## config.mk

```make
export PLATFORM = sky130hd
export DESIGN_NAME = clk_quality_supervisor
export DESIGN_NICKNAME = d
export VERILOG_FILES = /design/src/rtl/ckmon_pkg.sv /design/src/rtl/ckmon_rate_mon.sv /design/src/rtl/ckmon_fault_resp.sv /design/src/rtl/ckmon_mode_fsm.sv /design/src/rtl/clk_quality_supervisor.sv
export SDC_FILE = /design/constraint.sdc
export NUM_CORES = 1
export LEC_CHECK = 0
export ABC_AREA = 1
export CAP_MARGIN = 10
export CORE_MARGIN = 3
export CORE_UTILIZATION = 58
export CTS_CLUSTER_DIAMETER = 100
export DETAILED_ROUTE_END_ITERATION = 10
export PLACE_DENSITY_LB_ADDON = 0.08
export SLEW_MARGIN = 20
export SYNTH_ARGS = -nofsm -noshare
export SYNTH_HDL_FRONTEND = slang
export SYNTH_SLANG_ARGS = --single-unit
```

## constraint.sdc

```tcl
create_clock -name clk -period 4.9 [get_ports clk]
set_input_delay 0.735 -clock clk [delete_from_list [all_inputs] [get_ports clk]]
set_output_delay 0.735 -clock clk [all_outputs]
set_load 0.05 [all_outputs]
```

## src/rtl/ckmon_pkg.sv

```systemverilog
package ckmon_pkg;

    typedef enum logic [2:0] {
        ST_BYP_OFF,
        ST_BYP_RUN,
        ST_WAIT_LOCK,
        ST_NORMAL,
        ST_FALLBACK
    } mode_st_t;

    typedef enum logic [1:0] {
        HL_GOOD,
        HL_SUSPECT,
        HL_FAILED
    } health_t;

    localparam logic [1:0] REQ_OFF  = 2'b00;
    localparam logic [1:0] REQ_RUN  = 2'b01;
    localparam logic [1:0] REQ_NORM = 2'b10;

    localparam int FLT_OSC = 0;
    localparam int FLT_PLL = 1;
    localparam int FLT_LOL = 2;
    localparam int NUM_FLT = 3;
    localparam int NUM_MON = 2;

endpackage

```

## src/rtl/ckmon_rate_mon.sv

```systemverilog
module ckmon_rate_mon
    import ckmon_pkg::*;
#(
    parameter int CW   = 8,
    parameter int WIN  = 64,
    parameter int SYNC = 2
) (
    input  logic          clk,
    input  logic          rst_n,
    input  logic          en,
    input  logic          mon_in,
    input  logic [CW-1:0] lim_lo,
    input  logic [CW-1:0] lim_hi,
    output logic          fail_evt
);

    localparam int WW = (WIN > 1) ? $clog2(WIN) : 1;

    logic [SYNC:0]  sh_q;
    logic [WW-1:0]  win_q;
    logic [CW-1:0]  edge_q;
    logic [CW-1:0]  total;
    health_t        hl_q, hl_d;
    logic           rise, win_end, in_rng;

    assign rise    = sh_q[SYNC-1] & ~sh_q[SYNC];
    assign win_end = (win_q == WW'(WIN - 1));

    always_comb begin
        total = edge_q;
        if (rise && (edge_q != '1)) begin
            total = edge_q + CW'(1);
        end
    end

    assign in_rng = (total >= lim_lo) && (total <= lim_hi);

    // health state register
    always_ff @(posedge clk or negedge rst_n) begin
        if (!rst_n) begin
            sh_q   <= '0;
            win_q  <= '0;
            edge_q <= '0;
            hl_q   <= HL_GOOD;
        end else if (!en) begin
            sh_q   <= '0;
            win_q  <= '0;
            edge_q <= '0;
            hl_q   <= HL_GOOD;
        end else begin
            sh_q   <= {sh_q[SYNC-1:0], mon_in};
            win_q  <= win_end ? '0 : win_q + WW'(1);
            edge_q <= win_end ? '0 : total;
            hl_q   <= hl_d;
        end
    end

    // health next state
    always_comb begin
        hl_d = hl_q;
        unique case (hl_q)
            HL_GOOD: begin
                if (win_end && !in_rng) hl_d = HL_SUSPECT;
            end
            HL_SUSPECT: begin
                if (win_end) hl_d = in_rng ? HL_GOOD : HL_FAILED;
            end
            HL_FAILED: begin
                if (win_end && in_rng) hl_d = HL_GOOD;
            end
            default: hl_d = HL_GOOD;
        endcase
    end

    // failure event output
    always_comb begin
        fail_evt = en && win_end && !in_rng && (hl_q == HL_SUSPECT);
    end

    // a failure is a single-cycle event at a window boundary
    assert_single_event_R4: assert property (@(posedge clk) disable iff (!rst_n)
        fail_evt |=> !fail_evt);

    // a failed verdict only changes at a window boundary
    assert_failed_holds_R4: assert property (@(posedge clk) disable iff (!rst_n)
        (hl_q == HL_FAILED && en && !win_end) |=> (hl_q == HL_FAILED));

endmodule

```

## src/rtl/ckmon_fault_resp.sv

```systemverilog
module ckmon_fault_resp
    import ckmon_pkg::*;
#(
    parameter int NF = NUM_FLT
) (
    input  logic          clk,
    input  logic          rst_n,
    input  logic [NF-1:0] ev,
    input  logic [NF-1:0] rst_sel,
    input  logic [NF-1:0] clr,
    output logic [NF-1:0] flags,
    output logic          irq_req,
    output logic          sys_rst_req,
    output logic          fallback_evt
);

    logic [NF-1:0] flags_q;
    logic          rst_q;

    generate
        for (genvar i = 0; i < NF; i++) begin : g_flag
            always_ff @(posedge clk or negedge rst_n) begin
                if (!rst_n) begin
                    flags_q[i] <= 1'b0;
                end else if (ev[i]) begin
                    flags_q[i] <= 1'b1;
                end else if (clr[i]) begin
                    flags_q[i] <= 1'b0;
                end
            end

            // a set flag survives every cycle without its clear strobe
            assert_flag_sticky_R10: assert property (@(posedge clk) disable iff (!rst_n)
                (flags_q[i] && !clr[i]) |=> flags_q[i]);
        end
    endgenerate

    always_ff @(posedge clk or negedge rst_n) begin
        if (!rst_n) begin
            rst_q <= 1'b0;
        end else begin
            rst_q <= |(ev & rst_sel);
        end
    end

    always_comb begin
        flags        = flags_q;
        sys_rst_req  = rst_q;
        irq_req      = |(flags_q & ~rst_sel);
        fallback_evt = ev[FLT_PLL] & ~rst_sel[FLT_PLL];
    end

    // a reset request is always caused by a reset-routed event
    assert_rst_cause_R11: assert property (@(posedge clk) disable iff (!rst_n)
        sys_rst_req |-> $past(|(ev & rst_sel)));

    // an interrupt needs a raised flag
    assert_irq_needs_flag_R12: assert property (@(posedge clk) disable iff (!rst_n)
        irq_req |-> (flags_q != '0));

endmodule

```

## src/rtl/ckmon_mode_fsm.sv

```systemverilog
module ckmon_mode_fsm
    import ckmon_pkg::*;
(
    input  logic       clk,
    input  logic       rst_n,
    input  logic [1:0] mode_req,
    input  logic       lock_ok,
    input  logic       fallback_evt,
    input  logic       pll_flag,
    output logic       pll_enable,
    output logic       clk_sel_pll
);

    mode_st_t st_q, st_d;

    // state register
    always_ff @(posedge clk or negedge rst_n) begin
        if (!rst_n) begin
            st_q <= ST_BYP_RUN;
        end else begin
            st_q <= st_d;
        end
    end

    // transitions
    always_comb begin
        st_d = st_q;
        unique case (st_q)
            ST_BYP_OFF: begin
                if (mode_req == REQ_NORM)     st_d = ST_WAIT_LOCK;
                else if (mode_req != REQ_OFF) st_d = ST_BYP_RUN;
            end
            ST_BYP_RUN: begin
                if (mode_req == REQ_OFF)       st_d = ST_BYP_OFF;
                else if (mode_req == REQ_NORM) st_d = lock_ok ? ST_NORMAL : ST_WAIT_LOCK;
            end
            ST_WAIT_LOCK: begin
                if (fallback_evt)              st_d = ST_FALLBACK;
                else if (mode_req == REQ_OFF)  st_d = ST_BYP_OFF;
                else if (mode_req != REQ_NORM) st_d = ST_BYP_RUN;
                else if (lock_ok)              st_d = ST_NORMAL;
            end
            ST_NORMAL: begin
                if (fallback_evt)              st_d = ST_FALLBACK;
                else if (mode_req == REQ_OFF)  st_d = ST_BYP_OFF;
                else if (mode_req != REQ_NORM) st_d = ST_BYP_RUN;
                else if (!lock_ok)             st_d = ST_WAIT_LOCK;
            end
            ST_FALLBACK: begin
                if (!pll_flag) begin
                    if (mode_req == REQ_OFF)       st_d = ST_BYP_OFF;
                    else if (mode_req == REQ_NORM) st_d = ST_WAIT_LOCK;
                    else                           st_d = ST_BYP_RUN;
                end
            end
            default: st_d = ST_BYP_RUN;
        endcase
    end

    // outputs
    always_comb begin
        pll_enable  = 1'b1;
        clk_sel_pll = 1'b0;
        unique case (st_q)
            ST_BYP_OFF:   pll_enable = 1'b0;
            ST_BYP_RUN:   ;
            ST_WAIT_LOCK: ;
            ST_NORMAL:    clk_sel_pll = 1'b1;
            ST_FALLBACK:  ;
            default:      pll_enable = 1'b1;
        endcase
    end

    // PLL selection is only ever held with lock present on the previous edge
    assert_sel_locked_R3: assert property (@(posedge clk) disable iff (!rst_n)
        (st_q == ST_NORMAL) |-> $past(lock_ok));

    // fallback is kept while the PLL fault flag is set
    assert_fallback_hold_R7: assert property (@(posedge clk) disable iff (!rst_n)
        (st_q == ST_FALLBACK && pll_flag) |=> (st_q == ST_FALLBACK));

    // the PLL is powered down only on an off request
    assert_off_by_request_R2: assert property (@(posedge clk) disable iff (!rst_n)
        (st_q == ST_BYP_OFF) |-> ($past(mode_req) == REQ_OFF));

endmodule

```

## src/rtl/clk_quality_supervisor.sv

```systemverilog
module clk_quality_supervisor
    import ckmon_pkg::*;
#(
    parameter int CW   = 8,
    parameter int WIN  = 64,
    parameter int SYNC = 2
) (
    input  logic          clk,
    input  logic          rst_n,
    input  logic          osc_clk_in,
    input  logic          pll_clk_in,
    input  logic          pll_lock_in,
    input  logic [1:0]    mode_req,
    input  logic [CW-1:0] osc_lim_lo,
    input  logic [CW-1:0] osc_lim_hi,
    input  logic [CW-1:0] pll_lim_lo,
    input  logic [CW-1:0] pll_lim_hi,
    input  logic [2:0]    fault_rst_sel,
    input  logic [2:0]    fault_clr,
    output logic [2:0]    fault_flags,
    output logic          irq_req,
    output logic          sys_rst_req,
    output logic          pll_enable,
    output logic          clk_sel_pll,
    output logic          lock_ind
);

    logic [NUM_MON-1:0] mon_in, mon_en, mon_fail;
    logic [CW-1:0]      mon_lo [NUM_MON];
    logic [CW-1:0]      mon_hi [NUM_MON];
    logic [SYNC:0]      lk_q;
    logic               lock_s, lol_ev, fallback_evt;
    logic [NUM_FLT-1:0] ev;

    assign mon_in[FLT_OSC] = osc_clk_in;
    assign mon_in[FLT_PLL] = pll_clk_in;
    assign mon_en[FLT_OSC] = 1'b1;
    assign mon_en[FLT_PLL] = pll_enable;
    assign mon_lo[FLT_OSC] = osc_lim_lo;
    assign mon_hi[FLT_OSC] = osc_lim_hi;
    assign mon_lo[FLT_PLL] = pll_lim_lo;
    assign mon_hi[FLT_PLL] = pll_lim_hi;

    generate
        for (genvar m = 0; m < NUM_MON; m++) begin : g_mon
            ckmon_rate_mon #(
                .CW   (CW),
                .WIN  (WIN),
                .SYNC (SYNC)
            ) u_mon (
                .clk      (clk),
                .rst_n    (rst_n),
                .en       (mon_en[m]),
                .mon_in   (mon_in[m]),
                .lim_lo   (mon_lo[m]),
                .lim_hi   (mon_hi[m]),
                .fail_evt (mon_fail[m])
            );
        end
    endgenerate

    // lock synchronizer plus one history stage
    always_ff @(posedge clk or negedge rst_n) begin
        if (!rst_n) begin
            lk_q <= '0;
        end else begin
            lk_q <= {lk_q[SYNC-1:0], pll_lock_in};
        end
    end

    assign lock_s   = lk_q[SYNC-1];
    assign lock_ind = lock_s;
    assign lol_ev   = pll_enable & lk_q[SYNC] & ~lk_q[SYNC-1];

    assign ev[FLT_OSC] = mon_fail[FLT_OSC];
    assign ev[FLT_PLL] = mon_fail[FLT_PLL];
    assign ev[FLT_LOL] = lol_ev;

    ckmon_fault_resp #(
        .NF (NUM_FLT)
    ) u_resp (
        .clk          (clk),
        .rst_n        (rst_n),
        .ev           (ev),
        .rst_sel      (fault_rst_sel),
        .clr          (fault_clr),
        .flags        (fault_flags),
        .irq_req      (irq_req),
        .sys_rst_req  (sys_rst_req),
        .fallback_evt (fallback_evt)
    );

    ckmon_mode_fsm u_fsm (
        .clk          (clk),
        .rst_n        (rst_n),
        .mode_req     (mode_req),
        .lock_ok      (lock_s),
        .fallback_evt (fallback_evt),
        .pll_flag     (fault_flags[FLT_PLL]),
        .pll_enable   (pll_enable),
        .clk_sel_pll  (clk_sel_pll)
    );

    // lock loss while the PLL is off never raises the lock flag
    assert_lol_gated_R8: assert property (@(posedge clk) disable iff (!rst_n)
        (!pll_enable && !fault_flags[FLT_LOL]) |=> !fault_flags[FLT_LOL]);

    // the lock indication follows the raw input through the synchronizer
    assert_lock_follows_R9: assert property (@(posedge clk) disable iff (!rst_n)
        $rose(lock_ind) |-> $past(pll_lock_in, 2));

endmodule

```

* Word-level counts from Yosys, hierarchy flattened
Index checks and enable logic that the tools add are counted.
** Operators by class
- Reductions and logical operators :: 27
- Bitwise logic cells :: 12
- $lt $le $gt $ge :: 4
- Eq/ne operators :: 25
- $add $sub $neg :: 4
- Muxes and demuxes :: 45
** Operators with widths (count)
- $mux 3 :: 15
- $mux 8 :: 5
- $mux 2 :: 10
- $mux 6 :: 3
- $add 8x1->8 const B :: 2
- $ge 8x8->1 :: 2
- $le 8x8->1 :: 2
- $ne 8x8->1 const B :: 2
- $ne 3x1->1 const B :: 5
- $pmux 3 s5 :: 1
- $add 6x1->6 const B :: 2
- $eq 6x6->1 const B :: 2
- $logic_and 1x1->1 :: 12
- $pmux 2 s3 :: 2
- $ne 5x3->1 const B :: 2
- $mux 1 :: 9
- $reduce_bool 2->1 :: 4
- $and 3x3->3 :: 2
- $eq 2x2->1 const B :: 3
- $eq 3x2->1 const B :: 2
- $logic_not 2->1 :: 3
- $ne 2x1->1 const B :: 3
- $reduce_and 3->1 :: 2
- $reduce_or 3->1 :: 2
- 10 further kinds :: 20
** Word-level totals
- Logic and storage cells :: 131
- Bits in registers :: 48
- Output and inout port bits :: 8

* Depth between registers and ports, before layout
- Word-level depth :: 12
- Depth in mapped cells :: 24

* Modules after synthesis
Synthesis repeated with hierarchy kept, for this count alone.
** Unflattened totals
- Cells, all modules :: 457
- Area, all modules :: 3340.7 µm²
** By module, submodules not included
- ckmon_rate_mon (g_mon[0].u_mon) :: cells an instance 185, times used 1, area an instance 1386.3 µm²
- ckmon_rate_mon (g_mon[1].u_mon) :: cells an instance 192, times used 1, area an instance 1371.3 µm²
- ckmon_mode_fsm :: cells an instance 51, times used 1, area an instance 311.5 µm²
- ckmon_fault_resp :: cells an instance 23, times used 1, area an instance 182.7 µm²
- clk_quality_supervisor :: cells an instance 6, times used 1, area an instance 88.8 µm²

* Worst setup path before layout
Ideal clock, no wire load.
- Path type :: register -> register
- Start :: register g_mon[1].u_mon.edge_q[0]
- End :: register u_fsm.st_q[1]
- Stages on the path, launching flop included :: 23
- Library setup time :: 0.065 ns
- Slack :: 2.189 ns
- Arrival :: 2.646 ns
- Path buffers :: 0
- Cells stage by stage :: dfrtp_1 -> ha_1 -> inv_1 -> nor3_2 -> nand4_1 -> nand3_2 -> nor2_2 -> nand3_1 -> nor2_1 -> xor2_1 -> ha_1 -> nand2_1 -> inv_1 -> nor2_1 -> o21a_1 -> nand2_1 -> nand2_1 -> nand4_2 -> nand2_1 -> nand3_1 -> inv_1 -> nand2_1 -> nand2_1
** On the way
- Cells in the longest elaborated chain, start to end :: 11
** RTL lines
- from (decl) :: RTL line ckmon_rate_mon.sv:21 : logic [CW-1:0] edge_q;
- from (signal assigned) :: RTL line ckmon_rate_mon.sv:53 : edge_q <= win_end ? '0 : total;
- parallel branches: the longest is 2 deep, another holds $add 8x1->8
- $mux 8 * :: RTL line ckmon_rate_mon.sv:31 : if (rise && (edge_q != '1)) begin
- $ge 8x8->1 or $le 8x8->1 (tied branches) :: RTL line ckmon_rate_mon.sv:36 : assign in_rng = (total >= lim_lo) && (total <= lim_hi);
- $logic_and 1x1->1 * :: RTL line ckmon_rate_mon.sv:36
- $logic_not 1->1 * :: RTL line ckmon_rate_mon.sv:77 : fail_evt = en && win_end && !in_rng && (hl_q == HL_SUSPECT);
- $logic_and 1x1->1 * (2 in a row) :: RTL line ckmon_rate_mon.sv:77
- $and 1x1->1 * :: RTL line ckmon_fault_resp.sv:50 : fallback_evt = ev[FLT_PLL] & ~rst_sel[FLT_PLL];
- $ne 5x3->1 (no line), or another cell as far along
- $reduce_and 5->1 (no line) or $pmux 3 s5 (tied branches)
- to (signal assigned) :: RTL line ckmon_mode_fsm.sv:21 : st_q <= st_d;
- to (decl) :: RTL line ckmon_mode_fsm.sv:14 : mode_st_t st_q, st_d;
Every way passes the cells marked *.
A chain may end at the register's enable or synchronous reset.

* Worst setup path after layout
Ends and elaborated chain as after synthesis.

==> flow_results.org <==
** Timing
- For the final database, setup skew stands at 0.00990 ns.
- Post-layout min period :: 3.15 ns
- For the pin with the worst max-slew slack, the measured transition is 1.02 ns.
- Setup violations remaining at the end of the flow were counted as 0.
- Worst hold margin :: between 0.3 and 0.4 ns
- The count of final max-slew check failures was 0.
- Endpoints failing hold :: 0
- Dividing the final minimum period by the clock period gives 64.3%.
- Measured against its own limit, the worst slew margin works out to 31.9%.
- Based on the critical path, the design can be clocked at up to 0.317 GHz.
- Fin Setup TNS :: 0 ns
- Unrepaired setup endpoints after global routing :: false

** Worst hold path
- The worst hold path passes through 0 cells.
- In this run the worst hold path is classified as reg2reg.

** CTS
- Count of hold-fix buffers inserted at cts :: 0
- Clock Sink Count :: 48
- In this run, CTS created clock tree buffers numbering 5.
- TritonCTS built the clock tree.
- Clock latency on the worst-skew pair, taken at its later pin, is 0.30 ns.
- The clock passes through at most 2 buffers.
- Clock-pin slew was measured on the worst setup and hold paths at 0.09 ns.
- Number of gates resized after cts :: 0
- The clock tree synthesis step divided the H-tree into 2 levels.
- Post-CTS Setup Bufs :: 0
- The tree is rooted in a sky130_fd_sc_hd__clkbuf_8.

** Worst setup path
- STA puts the critical path data required time at 5.14 ns.
- In this run the worst path has a maximum fanout of 7.
- The largest individual stage delay along the critical path comes from the cell sky130_fd_sc_hd__dfrtp_1.
- Crit-path most repeated cell :: sky130_fd_sc_hd__nand2_1
- Dominant delay contributor by cell family on the critical path :: simple AND/OR/NAND/NOR gates
- Counting both buffers and inverters, the worst setup path holds a total of 3.
- Startpoint-to-endpoint class of the critical path :: reg2reg
- Traced cell by cell, the critical path runs through ha_1 > inv_1 > nor3_2 > nand4_1 > nand3_2 > nor2_2 > nand3_1 > nor2_1 > xor2_1 > ha_1 > nand2_1 > inv_1 > nor2_1 > o21a_1 > nand2_1 > nand2_1 > nand4_2 > nand2_1 > nand3_1 > inv_1 > nand2_1 > nand2_1.
- Startpoint type of the worst setup path :: flip-flop
- Number of cells on the critical path :: 22
- On the worst path, the slowest cell contributes a delay of 0.42 ns.
- Endpoint type of the worst setup path :: flip-flop
- STA puts the critical path data arrival time at 3.39 ns.
- R2R depth :: 22

** Routing
- Total number of vias :: 2653
- After detailed routing, the number of vias per cell comes to 5.02.
- Wirelength per Cell :: 11.7 µm
- DRT Wirelength :: 6.16 mm
- Once detail routing completed, the nets flagged for antenna violations numbered 0.
- In this run, the number of DRC markers left after iteration 0 of detailed routing was 93.
- Length of the first detailed-routing pass in iterations :: 4
- Number of DRC violations after detailed routing :: 0

** Power
- Part of the total power dissipated in combinational logic :: 40.1%
- Sequential cells account for 38.7% of the total power.
- Sw Ratio :: 39.2%
- Reported net switching power :: 533 µW
- VDD sags by at most 297 µV.
- The completed layout was analyzed and its total power is about 1400 µW.
- PwrDens :: 352 nW/µm²
- Clock group share of total power :: a little over a fifth
- Summed over all cells, the static leakage comes to 0.00205 µW.
- The internal power of the cells totals 825 µW.

** Die
- Initial cell density of the core :: 60.8%
- Area enclosed by the die boundary :: 6340 µm²
- Area of the core :: 5170 µm²
- Die width :: 79.6 µm
- In this run the vertical extent of the chip is roughly 80 µm.
- Num rows :: 26
- In this run the count of I/O pins placed on the die edge is 53.

** Placed design
- Once placement finished, the instance area stood at 3740 µm².
- GP Congestion :: around 0.91
- Quantity of I/O buffers inserted on ports :: 52
- The wire-length estimate of the detail-placed layout is 5.00 mm.

** Synth
- Library cell with the highest instance count after synthesis :: sky130_fd_sc_hd__inv_1
- After synthesis, the share of flip-flops with an asynchronous set or reset is 100%.
- Of the post-synthesis cell area, the dominant cell type holds approximately 37%.
- The most used flip-flop cell after synthesis is sky130_fd_sc_hd__dfrtp_1.
- Counting distinct cell types in the post-synthesis netlist gives 36.
- Post-synth top cells :: sky130_fd_sc_hd__inv_1, sky130_fd_sc_hd__nand2_1, sky130_fd_sc_hd__nor2_1
- The synthesized design spends more area on one cell type than any other, namely sky130_fd_sc_hd__dfrtp_1.
- Mean instance size in the synthesized netlist :: 7.84 µm²
- After synthesis, flip-flops and latches occupy 38.2% of the total area.
- Yosys attributes the largest share of cell area to sky130_fd_sc_hd__dfrtp_1, sky130_fd_sc_hd__ha_1, sky130_fd_sc_hd__inv_1.
- Count of flip-flops with a built-in enable after synthesis :: 0
- Counting flops and latches in the post-synthesis netlist gives 48.
- During synthesis, Yosys emitted a total of 0 warnings.
- Post-Synthesis Cell Area :: 3140 µm²
- The number of nets handed over by synthesis was 482.
- Synthesis produced 401 cells.

** Global routing
- The number of antenna violations at the first check in global routing was 0.
- Maximum number of pins on one net before global-route repair :: between 40 and 50
- GRT Residual Overflow :: 0
- The number of global-route vias before repair was 2591.
- Global-route wire length before repair :: roughly 11 mm
- Total routing resource utilization after global routing :: 21.0%

** Finish
- Share of cells above drive strength 1 :: 4.79%
- Summing all non-filler instances in the final layout gives an area of 3850 µm².
- Compared with the post-synthesis result, the final layout area differs by 22.6%.
- The net count of the finished layout is 539.
- 0 antenna diodes ended up in the layout.

** Status
- Status :: completed

** Job
- Across the run, the number of max-cap violations was 0.
-- worst reg2reg max path, delay by kind of cell, from the launching register on --
| family | cells | cell delay, ns |
|---|---|---|
| compound gates | 1 | 0.12 |
| xor+xnor | 1 | 0.26 |
| fa+ha+maj | 2 | 0.52 |
| buf+inv | 3 | 0.23 |
| flops | 1 | 0.42 |
| simple gates | 15 | 1.56 |
-- cells in the final DEF (no fill, tap or decap), types with 2 or more instances in the layout --
master	Yosys	final
sky130_fd_sc_hd__clkbuf_8	0	5
sky130_fd_sc_hd__nand2_1	56	56
sky130_fd_sc_hd__a21oi_1	20	20
sky130_fd_sc_hd__nand4_1	7	7
sky130_fd_sc_hd__dfrtp_1	47	47
sky130_fd_sc_hd__xnor2_1	3	3
sky130_fd_sc_hd__clkdlybuf4s50_1	0	51
sky130_fd_sc_hd__nor2_1	51	51
sky130_fd_sc_hd__nand3_1	21	21
sky130_fd_sc_hd__ha_1	36	36
sky130_fd_sc_hd__nor2_2	2	2
sky130_fd_sc_hd__o221ai_1	2	2
sky130_fd_sc_hd__nor3_1	8	8
sky130_fd_sc_hd__nor3_2	2	2
sky130_fd_sc_hd__nand3_2	2	2
sky130_fd_sc_hd__nor2_4	2	2
sky130_fd_sc_hd__o21ai_0	12	12
sky130_fd_sc_hd__xor2_1	14	14
sky130_fd_sc_hd__inv_1	95	95
sky130_fd_sc_hd__o211ai_1	2	2
sky130_fd_sc_hd__clkinv_4	0	2
sky130_fd_sc_hd__nor4_1	2	2
-- per-stage QoR --
| step | util (%) | setup slack [ns] | std cells |
|---|---|---|---|
| final | 74.5 | 1.75 | 529 |
| after global placement | 72.3 | 1.95 | 521 |
| after detailed placement | 72.3 | 1.82 | 521 |
| after CTS | 74.5 | 1.77 | 529 |
| after global routing | 74.5 | 1.40 | 529 |
| after floorplan | - | 2.19 | 401 |
-- routing by layer --
metal / track usage [%] / vias up / share of wire (%)
li1: - / 1378 / -
met1: 24.7 / 1211 / 43
met2: 38.1 / 55 / 52
met3: 4.29 / 9 / 3.7
met4: 6.36 / 0 / 1.2
met5: 0 / - / 0
-- logic make-up (layout without fill, tap and decap cells) --
family / after synthesis / after routing / share of synthesized area [%]
adder cells (fa/ha/maj): 36 / 36 / 14.3
AO/OA/AOI/OAI: 45 / 45 / 8.36
XOR/XNOR: 17 / 17 / 4.74
flip-flops: 48 / 48 / 38.2
AND/OR/NAND/NOR: 156 / 156 / 22.4
buffers and inverters: 99 / 157 / 12.0
-- worst paths after layout --
check,start,slack [ns],endpoint
max reg2reg,g_mon[1].u_mon.edge_q[0],1.75,u_fsm.st_q[1]
max,g_mon[1].u_mon.edge_q[0],1.75,u_fsm.st_q[1]
min reg2reg,g_mon[0].u_mon.sh_q[0],0.35,g_mon[0].u_mon.sh_q[1]
min in group asynchronous,rst_n,0.59,g_mon[1].u_mon.edge_q[7]
min,g_mon[0].u_mon.sh_q[0],0.35,g_mon[0].u_mon.sh_q[1]
max in group asynchronous,rst_n,3.67,g_mon[0].u_mon.edge_q[5]
-- layout make-up --
cell class	count	area, µm²
well taps	70	87.6
clock inverters	3	47.5
clock buffers	5	68.8
repair buffers	53	523
flip-flops and latches	48	1200
multi-input cells	254	1570
inverters	96	360
fillers	415	1320
-- sequential cells by signal, indices dropped and copies added, names as in the netlist --
register / cells
g_mon.u_mon.edge_q: 16
g_mon.u_mon.hl_q: 4
u_resp.flags: 3
lk_q: 3
u_fsm.st_q: 3
g_mon.u_mon.win_q: 12
g_mon.u_mon.sh_q: 6
u_resp.sys_rst_req: 1
-- power by group through the flow --
stage	registers [µW]	logic, µW	clock network (µW)
floorplan	527	381	0
global placement	526	529	0
detailed placement	532	549	0
CTS	524	551	298
global route	535	618	312
finish	525	544	288
No activity file was read; power rests on OpenSTA's default activity.
